===== src/rtl/viol_pkg.sv =====
package viol_pkg;
  localparam int KINDS = 4;
  localparam int KIND_AGE    = 0;
  localparam int KIND_MEMBER = 1;
  localparam int KIND_MISS   = 2;
  localparam int KIND_FULL   = 3;
  localparam int OPC_W = 3;
  localparam logic [OPC_W-1:0] OP_GETCLR = 3'b111;
endpackage


===== src/rtl/vc_cmd_seq.sv =====
module vc_cmd_seq import viol_pkg::*; #(
  parameter int DB_W = 8,
  parameter int LAT  = 3
) (
  input  logic             clk,
  input  logic             rst,
  input  logic             go,
  input  logic [OPC_W-1:0] code,
  input  logic [DB_W-1:0]  db,
  output logic             busy,
  output logic             done
);
  localparam int CW = (LAT > 1) ? $clog2(LAT) : 1;

  logic [CW-1:0] cnt;
  logic          accept;

  assign accept = go && !busy && (code == OP_GETCLR) && (db == '0);
  assign done   = busy && (cnt == '0);

  always_ff @(posedge clk) begin
    if (rst) begin
      busy <= 1'b0;
      cnt  <= '0;
    end else if (accept) begin
      busy <= 1'b1;
      cnt  <= CW'(LAT - 1);
    end else if (done) begin
      busy <= 1'b0;
    end else if (busy) begin
      cnt <= cnt - 1'b1;
    end
  end
endmodule


===== src/rtl/vc_capture.sv =====
module vc_capture import viol_pkg::*; #(
  parameter int MAC_W = 48,
  parameter int SRC_W = 4,
  parameter int NPORT = 11
) (
  input  logic             clk,
  input  logic             rst,
  input  logic [KINDS-1:0] ev_kind,
  input  logic [MAC_W-1:0] ev_mac,
  input  logic [SRC_W-1:0] ev_src,
  input  logic [NPORT-1:0] ev_pvec,
  input  logic             release_i,
  output logic             pending,
  output logic [KINDS-1:0] cap_flags,
  output logic [MAC_W-1:0] cap_mac,
  output logic [SRC_W-1:0] cap_src,
  output logic [NPORT-1:0] cap_pvec,
  output logic             cap_ovf
);
  logic ev_any;
  assign ev_any = |ev_kind;

  always_ff @(posedge clk) begin
    if (rst) begin
      pending   <= 1'b0;
      cap_flags <= '0;
      cap_mac   <= '0;
      cap_src   <= '0;
      cap_pvec  <= '0;
      cap_ovf   <= 1'b0;
    end else if (release_i) begin
      cap_ovf <= 1'b0;
      pending <= ev_any;
      if (ev_any) begin
        cap_flags <= ev_kind;
        cap_mac   <= ev_mac;
        cap_src   <= ev_src;
        cap_pvec  <= ev_pvec;
      end else begin
        cap_flags <= '0;
        cap_mac   <= '0;
        cap_src   <= '0;
        cap_pvec  <= '0;
      end
    end else if (ev_any) begin
      if (pending) begin
        cap_ovf <= 1'b1;
      end else begin
        pending   <= 1'b1;
        cap_flags <= ev_kind;
        cap_mac   <= ev_mac;
        cap_src   <= ev_src;
        cap_pvec  <= ev_pvec;
      end
    end
  end
endmodule


===== src/rtl/vc_readback.sv =====
module vc_readback import viol_pkg::*; #(
  parameter int MAC_W = 48,
  parameter int SRC_W = 4,
  parameter int NPORT = 11
) (
  input  logic                   clk,
  input  logic                   rst,
  input  logic                   load,
  input  logic [KINDS-1:0]       flags,
  input  logic                   ovf,
  input  logic [MAC_W-1:0]       mac,
  input  logic [SRC_W-1:0]       src,
  input  logic [NPORT-1:0]       pvec,
  output logic [KINDS-1:0]       rd_flags,
  output logic                   rd_ovf,
  output logic [MAC_W-1:0]       rd_mac,
  output logic [SRC_W+NPORT-1:0] rd_data
);
  always_ff @(posedge clk) begin
    if (rst) begin
      rd_flags <= '0;
      rd_ovf   <= 1'b0;
      rd_mac   <= '0;
      rd_data  <= '0;
    end else if (load) begin
      rd_flags <= flags;
      rd_ovf   <= ovf;
      rd_mac   <= mac;
      rd_data  <= {pvec, src};
    end
  end
endmodule


===== src/rtl/viol_capture.sv =====
module viol_capture import viol_pkg::*; #(
  parameter int MAC_W = 48,
  parameter int SRC_W = 4,
  parameter int NPORT = 11,
  parameter int DB_W  = 8,
  parameter int LAT   = 3
) (
  input  logic                   clk,
  input  logic                   rst,
  input  logic [KINDS-1:0]       ev_kind,
  input  logic [MAC_W-1:0]       ev_mac,
  input  logic [SRC_W-1:0]       ev_src,
  input  logic [NPORT-1:0]       ev_pvec,
  input  logic                   cmd_go,
  input  logic [OPC_W-1:0]       cmd_code,
  input  logic [DB_W-1:0]        cmd_db,
  output logic                   busy,
  output logic                   irq,
  output logic [KINDS-1:0]       rd_flags,
  output logic                   rd_ovf,
  output logic [MAC_W-1:0]       rd_mac,
  output logic [SRC_W+NPORT-1:0] rd_data
);
  logic             done;
  logic             pending;
  logic [KINDS-1:0] cap_flags;
  logic [MAC_W-1:0] cap_mac;
  logic [SRC_W-1:0] cap_src;
  logic [NPORT-1:0] cap_pvec;
  logic             cap_ovf;

  vc_cmd_seq #(.DB_W(DB_W), .LAT(LAT)) u_seq (
    .clk(clk), .rst(rst), .go(cmd_go), .code(cmd_code), .db(cmd_db),
    .busy(busy), .done(done)
  );

  vc_capture #(.MAC_W(MAC_W), .SRC_W(SRC_W), .NPORT(NPORT)) u_cap (
    .clk(clk), .rst(rst), .ev_kind(ev_kind), .ev_mac(ev_mac),
    .ev_src(ev_src), .ev_pvec(ev_pvec), .release_i(done),
    .pending(pending), .cap_flags(cap_flags), .cap_mac(cap_mac),
    .cap_src(cap_src), .cap_pvec(cap_pvec), .cap_ovf(cap_ovf)
  );

  vc_readback #(.MAC_W(MAC_W), .SRC_W(SRC_W), .NPORT(NPORT)) u_rb (
    .clk(clk), .rst(rst), .load(done), .flags(cap_flags), .ovf(cap_ovf),
    .mac(cap_mac), .src(cap_src), .pvec(cap_pvec),
    .rd_flags(rd_flags), .rd_ovf(rd_ovf), .rd_mac(rd_mac), .rd_data(rd_data)
  );

  assign irq = pending;
endmodule


===== config.mk =====
export PLATFORM = sky130hd
export DESIGN_NAME = viol_capture
export DESIGN_NICKNAME = d
export VERILOG_FILES = /design/src/rtl/viol_pkg.sv /design/src/rtl/vc_cmd_seq.sv /design/src/rtl/vc_capture.sv /design/src/rtl/vc_readback.sv /design/src/rtl/viol_capture.sv
export SDC_FILE = /design/constraint.sdc
export NUM_CORES = 1
export LEC_CHECK = 0
export ABC_AREA = 0
export BUFFER_PORTS_ARGS = -buffer_cell sky130_fd_sc_hd__clkbuf_2
export CAP_MARGIN = 20
export CELL_PAD_IN_SITES_DETAIL_PLACEMENT = 0
export CELL_PAD_IN_SITES_GLOBAL_PLACEMENT = 1
export CORE_MARGIN = 2
export CORE_UTILIZATION = 35
export CTS_CLUSTER_DIAMETER = 80
export DETAILED_ROUTE_END_ITERATION = 7
export PLACE_DENSITY = 0.81
export SETUP_SLACK_MARGIN = 0.3
export SYNTH_ARGS = -nofsm -noshare
export SYNTH_HDL_FRONTEND = slang
export SYNTH_SLANG_ARGS = --single-unit
export TNS_END_PERCENT = 1

===== constraint.sdc =====
create_clock -name clk -period 1.44 [get_ports clk]
set_clock_uncertainty 0.05 [all_clocks]
set_input_delay 0.288 -clock clk [delete_from_list [all_inputs] [get_ports clk]]
set_output_delay 0.288 -clock clk [all_outputs]
set_load 0.02 [all_outputs]

==> impl_results.md, run 1 <==
* Initial Util at 36.0%
* Crit path required time at 1.75 ns
* Synth top area share at 48.7%
* Max Slew Vio Count at 0
* Worst-margin pin slew at about 0.36 ns
* Layout area overhead at 48.5%
* CTS tree: built
* Yosys warns at 0
* Top cell type by total area after synthesis: dfxtp_1
* Fmax at 686 MHz
* Largest net degree at the start of global routing at 49
* Grt ovf at 0
* Final Cell Area at 0.00855 sq mm
* Switch share at between 20% and 30%
* H-tree levels at 4
* Core Rows at 46
* Antenna violations before repair at 0
* Post-synth cell types at 27
* Layout fillers at ~1500
* Die Area at 0.0175 sq mm
* Final wirelength at 17300 um
* First-pass GRT wire length at 26300 um
* HP Class: in2reg
* Placed cell areas at between 0.006 and 0.007 sq mm
* Die height at 132 um
* Setup WS post-layout at -0.0177 ns
* Die Wd at 132 um
* Crit share post-route at 101%
* RSZ-0062 raised after global routing: yes
* Crit Path Category: reg2reg
* Gpl congestion at between 0.7 and 0.8
* Worst IR Drop VDD at 780 uV
* Logic pwr share at roughly 7.3%
* Final ANT Viol Nets at 0
* Yosys reg bits at 140
* Clock Tree Root: clkbuf_16
* Max-Slew Margin vs Limit at 76.0%
* Crit path capture type: register
* Internal at roughly 7.3 mW
* Detailed-router iteration count before antenna repair at 4
* Sequential Power Share at about 43%
* CP Launch Type: register
* Ant diodes at 0
* Vias in the first global route at roughly 5000
* Number of DRC markers in iteration 0 at between 200 and 300
* Drt drc at 0
* Min cycle time layout at 1.46 ns
* Fin nets at 883
* Top post-synthesis cells by area: dfxtp_1, a21oi_1, o211ai_2
* Clock network power share at 49.5%
* Layout cell share with drive strength beyond 1 at around 45%
* Core area at about 0.016 sq mm
* Cts bufs inserted at 17
* Status: finished, violations left
* Hold Fails Final Rpt at 0
* Leak at approximately 3.2 nW
* Fin util at 53.4%
* PwrDens at 1100 mW/mm^2
* Total Routing Usage GR at between 10% and 20%
* Synth Instances at 643
* Cts hold-fix bufs at 0
* Violated checks: negative setup slack
* Worst-Skew Late Latency at 0.42 ns
* Max_cap viols at 0
* Hpwl dp at 10100 um
* CTS clk-pin slew, worst paths at 0.06 ns
* DR WL/cell at between 15 and 20 um
* Syn Nets at 725
* Flop-to-flop setup slack at -0.02 ns
* Vias after detailed routing at ~5400
* Max clock buf depth at 2
* Setup-failing EPs final at 4
* PortBufs at 150
* Seq/Total Area, Yosys at a little under 50%
* Post-DR vias/cell at 5.21
* CP max FO at 12
* Switching power at 2.09 mW
* Syn avg cell area at 8.95 sq um
* Num Clock Sinks at 140
* Worst Path Arrival at 1.76 ns
* I/O pin count at between 150 and 200
* Mapped Area at 0.00576 sq mm
## path summary, 6_finish.rpt
path	from	to	depth (start not counted)
worst max-delay path	u_seq.cnt[0]	u_cap.cap_mac[7]	8
worst min-delay path	ev_mac[9]	u_cap.cap_mac[9]	3
worst max register to register	u_seq.cnt[0]	u_cap.cap_mac[7]	8
worst min register to register	u_cap.cap_src[1]	u_rb.rd_data[1]	2
## cell families after synthesis
kind of cell,synth area share (%)
AND/OR/NAND/NOR,10.4
multiplexers,0.196
adder cells (fa/ha/maj),0.217
XOR/XNOR,0.152
flip-flops,48.7
AO/OA/AOI/OAI,33.7
buffers and inverters,6.63
## area by class of cell
cell class | count | area, sq um | share of cell area [%]
repair buffers | 212 | 2040 | 23.9
multi-input cells | 427 | 2760 | 32.2
inverters | 3 | 12.5 | 0.146
clock buffers | 20 | 457 | 5.34
clock inverters | 11 | 168 | 1.96
well taps | 216 | 270 | 3.16
flip-flops and latches | 140 | 2840 | 33.3
## Yosys cell counts (all sizes together)
library cell and n:
and3b 1, nand2 137, ha 1, xnor2 1, o211ai 130, clkbuf 37
and4 1, nor2 2, nand2b 1, buf 37, nor2b 1, dfxtp 140
or4 1, a21oi 139, nor4 2, nor3 2, mux2 1, inv 3
o21ai 4, nand4 1, and2 1
## through the flow
step | worst slack (ns) | power (mW) | TNS (ns) | cells | hold slack [ns]
after detailed placement | -0.125 | 4.79 | -6.59 | 978 | 0.391
after CTS | 0.0196 | 9.48 | 0 | 1017 | 0.0225
final | -0.0177 | 9.38 | -0.0277 | 1029 | 0.0453
after global routing | -0.0760 | 9.71 | -3.69 | 1029 | 0.0390
after global placement | -0.116 | 4.78 | -5.48 | 978 | 0.387
after floorplan | 0.0218 | 4.49 | 0 | 643 | 0.380
## repair_timing
item	CTS	global route
setup endpoints to repair	209	209
cloned	4	5
resized for setup	12	256
setup buffers	4	7
pin swaps	1	49
## state kept, by name, summed over array words and instances (netlist names), 2 cells and up
| name | count |
|---|---|
| u_cap.cap_mac | 48 |
| u_rb.rd_mac | 48 |
| u_rb.rd_data | 15 |
| u_cap.cap_pvec | 11 |
| u_cap.cap_flags | 4 |
| u_cap.cap_src | 4 |
| u_rb.rd_flags | 4 |
| u_seq.cnt | 2 |
## per-layer routing
layer | routed length, um | track usage, %
met4 | 198 | 7.11
met5 | 0 | 0
met2 | 8370 | 30.2
met1 | 8020 | 24.2
met3 | 672 | 4.08
## power groups by stage
stage | sequential [mW] | clock [mW] | combinational [mW]
3_5_place_dp | 4.14 | 0 | 0.647
4_1_cts | 4.05 | 4.75 | 0.676
5_1_grt | 4.07 | 4.90 | 0.742
3_3_place_gp | 4.14 | 0 | 0.644
2_1_floorplan | 4.12 | 0 | 0.369
6_report | 4.05 | 4.64 | 0.684
## critical path, stage by stage, from the launching register on
cell	delay, ns
dfxtp_2	0.32
inv_2	0.05
ha_4	0.17
buf_12	0.12
nand2_8	0.13
buf_8	0.16
clkbuf_16	0.17
o211ai_1	0.09
a21oi_1	0.14
## cell usage in the layout, fill, tap and decap left out, types with 4 or more instances in the layout
master / count
clkbuf_2: 82
o211ai_1: 81
buf_6: 52
nand2_1: 127
dfxtp_1: 112
buf_12: 22
a21oi_2: 25
a21oi_1: 114
dfxtp_2: 26
buf_4: 41
o211ai_2: 49
clkbuf_16: 22
nand2_2: 7
bufinv_16: 4
clkinv_2: 4
(Power assumes the default switching activity.)
==> run 2: changes to the inputs <==
ABC_AREA = 1   (was 0)
CORE_UTILIZATION = 34   (was 35)
GPL_TIMING_DRIVEN = 0   (was unset)
PLACE_DENSITY = 0.82   (was 0.81)
==> impl_results.md, run 2 <==
* Status: complete, no violations
* Synth top area share at 52.3% (+3.7 points)
* Vias after detailed routing at 5028 (-6.1%)
* Max_cap viols at 0 (unchanged)
* Worst-margin pin slew at 0.487 ns (+0.127 ns)
* Hpwl dp at 10600 um (+4.7%)
* Clock network power share at 47.0% (-2.5 points)
* Detailed-router iteration count before antenna repair at 7 (+3)
* Drt drc at 0 (unchanged)
* Layout area overhead at 43.1%
* CP max FO at 10 (-2)
* Total Routing Usage GR at 18.0% (-0.59 points)
* HP Class: in2reg
* H-tree levels at 4 (unchanged)
* Register area at 0.00289 sq mm (+1.7%)
* Core Rows at 45 (-2.2%)
* Layout cell share with drive strength beyond 1 at 40.6% (-4.1 points)
* Finished Layout Cells at 1043 (+1.4%)
* Final Cell Area at 0.00766 sq mm (-10%)
* Switch share at 22.3% (+0.081 points)
* DR WL/cell at 14.4 um (-14%)
* CP Launch Type: register
* Area of the multi-input gates at 0.00226 sq mm (-18%)
* Post-DR vias/cell at 4.82 (-7.4%)
* Worst IR Drop VDD at 806 uV (+3.3%)
* Worst hold stages at 3 (unchanged)
* Top post-synthesis cells by area: dfxtp_1, nor2_1, nand3_1
* Layout fillers at 1561 (+4.6%)
* Top flop regs: u_cap.cap_mac x48, u_rb.rd_mac x48, u_rb.rd_data x15
* Mapped Area at 0.00536 sq mm (-7.0%)
* Switching power at 1.98 mW (-5.1%)
* Commonest non-fill, non-tap cells in the layout: nor2_1, nand3_1, clkbuf_2, buf_6, dfxtp_1
* PwrDens at 1160 mW/mm^2 (+5.5%)
* Number of synthesized flops with an enable pin at 0 (unchanged)
* Most frequent cell after synthesis: nor2_1
* Leak at 3.16 nW (-1.1%)
* Crit share post-route at 96.5% (-4.7 points)
* Async set-reset flop share out of synthesis at 0% (unchanged)
* Hold slack final at 0.0594 ns (+0.0141 ns)
* Final ANT Viol Nets at 0 (unchanged)
* Vias in the first global route at 4696 (-5.9%)
* Worst-Skew Late Latency at 0.42 ns (about the same)
* Antenna violations before repair at 0 (unchanged)
* Max clock buf depth at 2 (unchanged)
* R2R cell count at 8 (unchanged)
* Core area at 0.0153 sq mm (-4.3%)
* Syn avg cell area at 8.26 sq um (-7.7%)
* Syn Nets at 730 (+0.69%)
* I/O pin count at 151 (unchanged)
* Placed cell areas at 0.00639 sq mm (-8.4%)
* Top cell type by total area after synthesis: dfxtp_1
* Setup-failing EPs final at 0 (-4)
* Yosys warns at 0 (unchanged)
* Post-synth cell types at 22 (-19%)
* Gpl congestion at 0.751 (+2.5%)
* Crit Path Category: reg2reg
* Die Area at 0.0168 sq mm (-4.1%)
* Initial Util at 35.0% (-1.0 points)
* Min cycle time layout at 1.39 ns (-0.0683 ns)
* Die height at 130 um (-2.1%)
* Hold Fails Final Rpt at 0 (unchanged)
* Sequential Power Share at 45.7% (+2.5 points)
* Num Clock Sinks at 140 (unchanged)
* Yosys reg bits at 140 (unchanged)
* Most used DFF post-synth: dfxtp_1
* Crit path required time at 1.74 ns (about the same)
* CTS tree: built
* Synth Instances at 648 (+0.78%)
* RSZ-0062 raised after global routing: yes
* Final wirelength at 15000 um (-13%)
* Commonest non-fill, non-tap cell in the layout: nor2_1
* Fmax at 720 MHz (+4.9%)
* Max-Slew Margin vs Limit at 67.5% (-8.5 points)
* Ant diodes at 0 (unchanged)
* Internal at 6.89 mW (-5.5%)
* List of most frequent post-synthesis cells: nor2_1, dfxtp_1, nand3_1, o21ai_0, a21oi_1
* Logic pwr share at 7.3% (about the same)
* First-pass GRT wire length at 23400 um (-11%)
* Number of DRC markers in iteration 0 at 196 (-27%)
* CTS clk-pin slew, worst paths at 0.06 ns (about the same)
* Seq/Total Area, Yosys at 52.3% (+3.7 points)
* Crit path capture type: register
* Max Slew Vio Count at 0 (unchanged)
* Clock Tree Root: clkbuf_16
* Largest net degree at the start of global routing at 17 (-65%)
* Worst Path Arrival at 1.69 ns (-0.07 ns)
* Grt ovf at 0 (unchanged)
* Fin nets at 901 (+2.0%)
* PortBufs at 149 (-0.67%)
* Dpl cells at 1008 (+3.1%)
* Cts bufs inserted at 17 (unchanged)
* Die Wd at 130 um (-2.1%)
[run 2: critical path: stages (launching register included)]
cell,delay (ns)
dfxtp_1,0.30
inv_2,0.07
ha_4,0.20
nand2_8,0.10
nand2_8,0.11
buf_8,0.13
buf_12,0.14
nand3_2,0.08
a21oi_2,0.12
[run 2: stage by stage]
stage	util (%)	setup TNS [ns]	total power [mW]	worst slack [ns]
floorplan	-	0	4.52	0.159
global placement	41.7	-9.14	4.75	-0.177
detailed placement	41.7	-11.33	4.76	-0.215
CTS	46.4	0	8.98	0.0231
global route	50.0	-0.355	9.27	-0.0247
finish	50.0	0	8.87	0.0506
[run 2: power groups by stage]
stage	clock network, mW	registers [mW]	logic (mW)
after floorplan	0	4.13	0.390
after global placement	0	4.14	0.614
after detailed placement	0	4.14	0.615
after CTS	4.28	4.06	0.649
after global routing	4.47	4.07	0.728
final	4.17	4.06	0.650
[run 2: metal layers]
metal | wire length (um) | up-vias | part of all wire, % | track usage [%]
met5 | 0 | - | 0 | 0
met4 | 172 | 0 | 1.1 | 6.33
met3 | 996 | 16 | 6.6 | 5.12
met2 | 6920 | 156 | 46 | 28.7
met1 | 6900 | 2324 | 46 | 23.5
li1 | - | 2532 | - | -
[run 2: worst paths after layout]
kind	startpoint	to	slack (ns)
worst min-delay path	ev_mac[5]	u_cap.cap_mac[5]	0.06
worst min register to register	u_cap.cap_mac[38]	u_cap.cap_mac[38]	0.42
worst max register to register	u_seq.cnt[1]	u_cap.cap_mac[17]	0.05
worst max-delay path	u_seq.cnt[1]	u_cap.cap_mac[17]	0.05
[run 2: layout make-up]
| type | instances | area share, % |
|---|---|---|
| repair buffers | 151 | 15.7 |
| clock buffers | 27 | 6.69 |
| clock inverters | 5 | 0.735 |
| inverters | 10 | 0.522 |
| multi-input cells | 443 | 29.5 |
| flip-flops and latches | 140 | 37.7 |
| plain buffers | 56 | 5.63 |
| well taps | 211 | 3.44 |
[run 2: cell families after synthesis]
group	synth area share, %
and+or+nand+nor	26.8
DFF	52.3
AOI/OAI and AO/OA	14.2
buffers and inverters	6.52
adders and majority gates	0.234
[run 2: what timing repair did]
item | CTS | global route
setup buffers | 1 | 0
resized for setup | 32 | 310
hold buffers | 0 | 0
setup endpoints to repair | 208 | 209
pin swaps | 3 | 4
cloned | 2 | 0
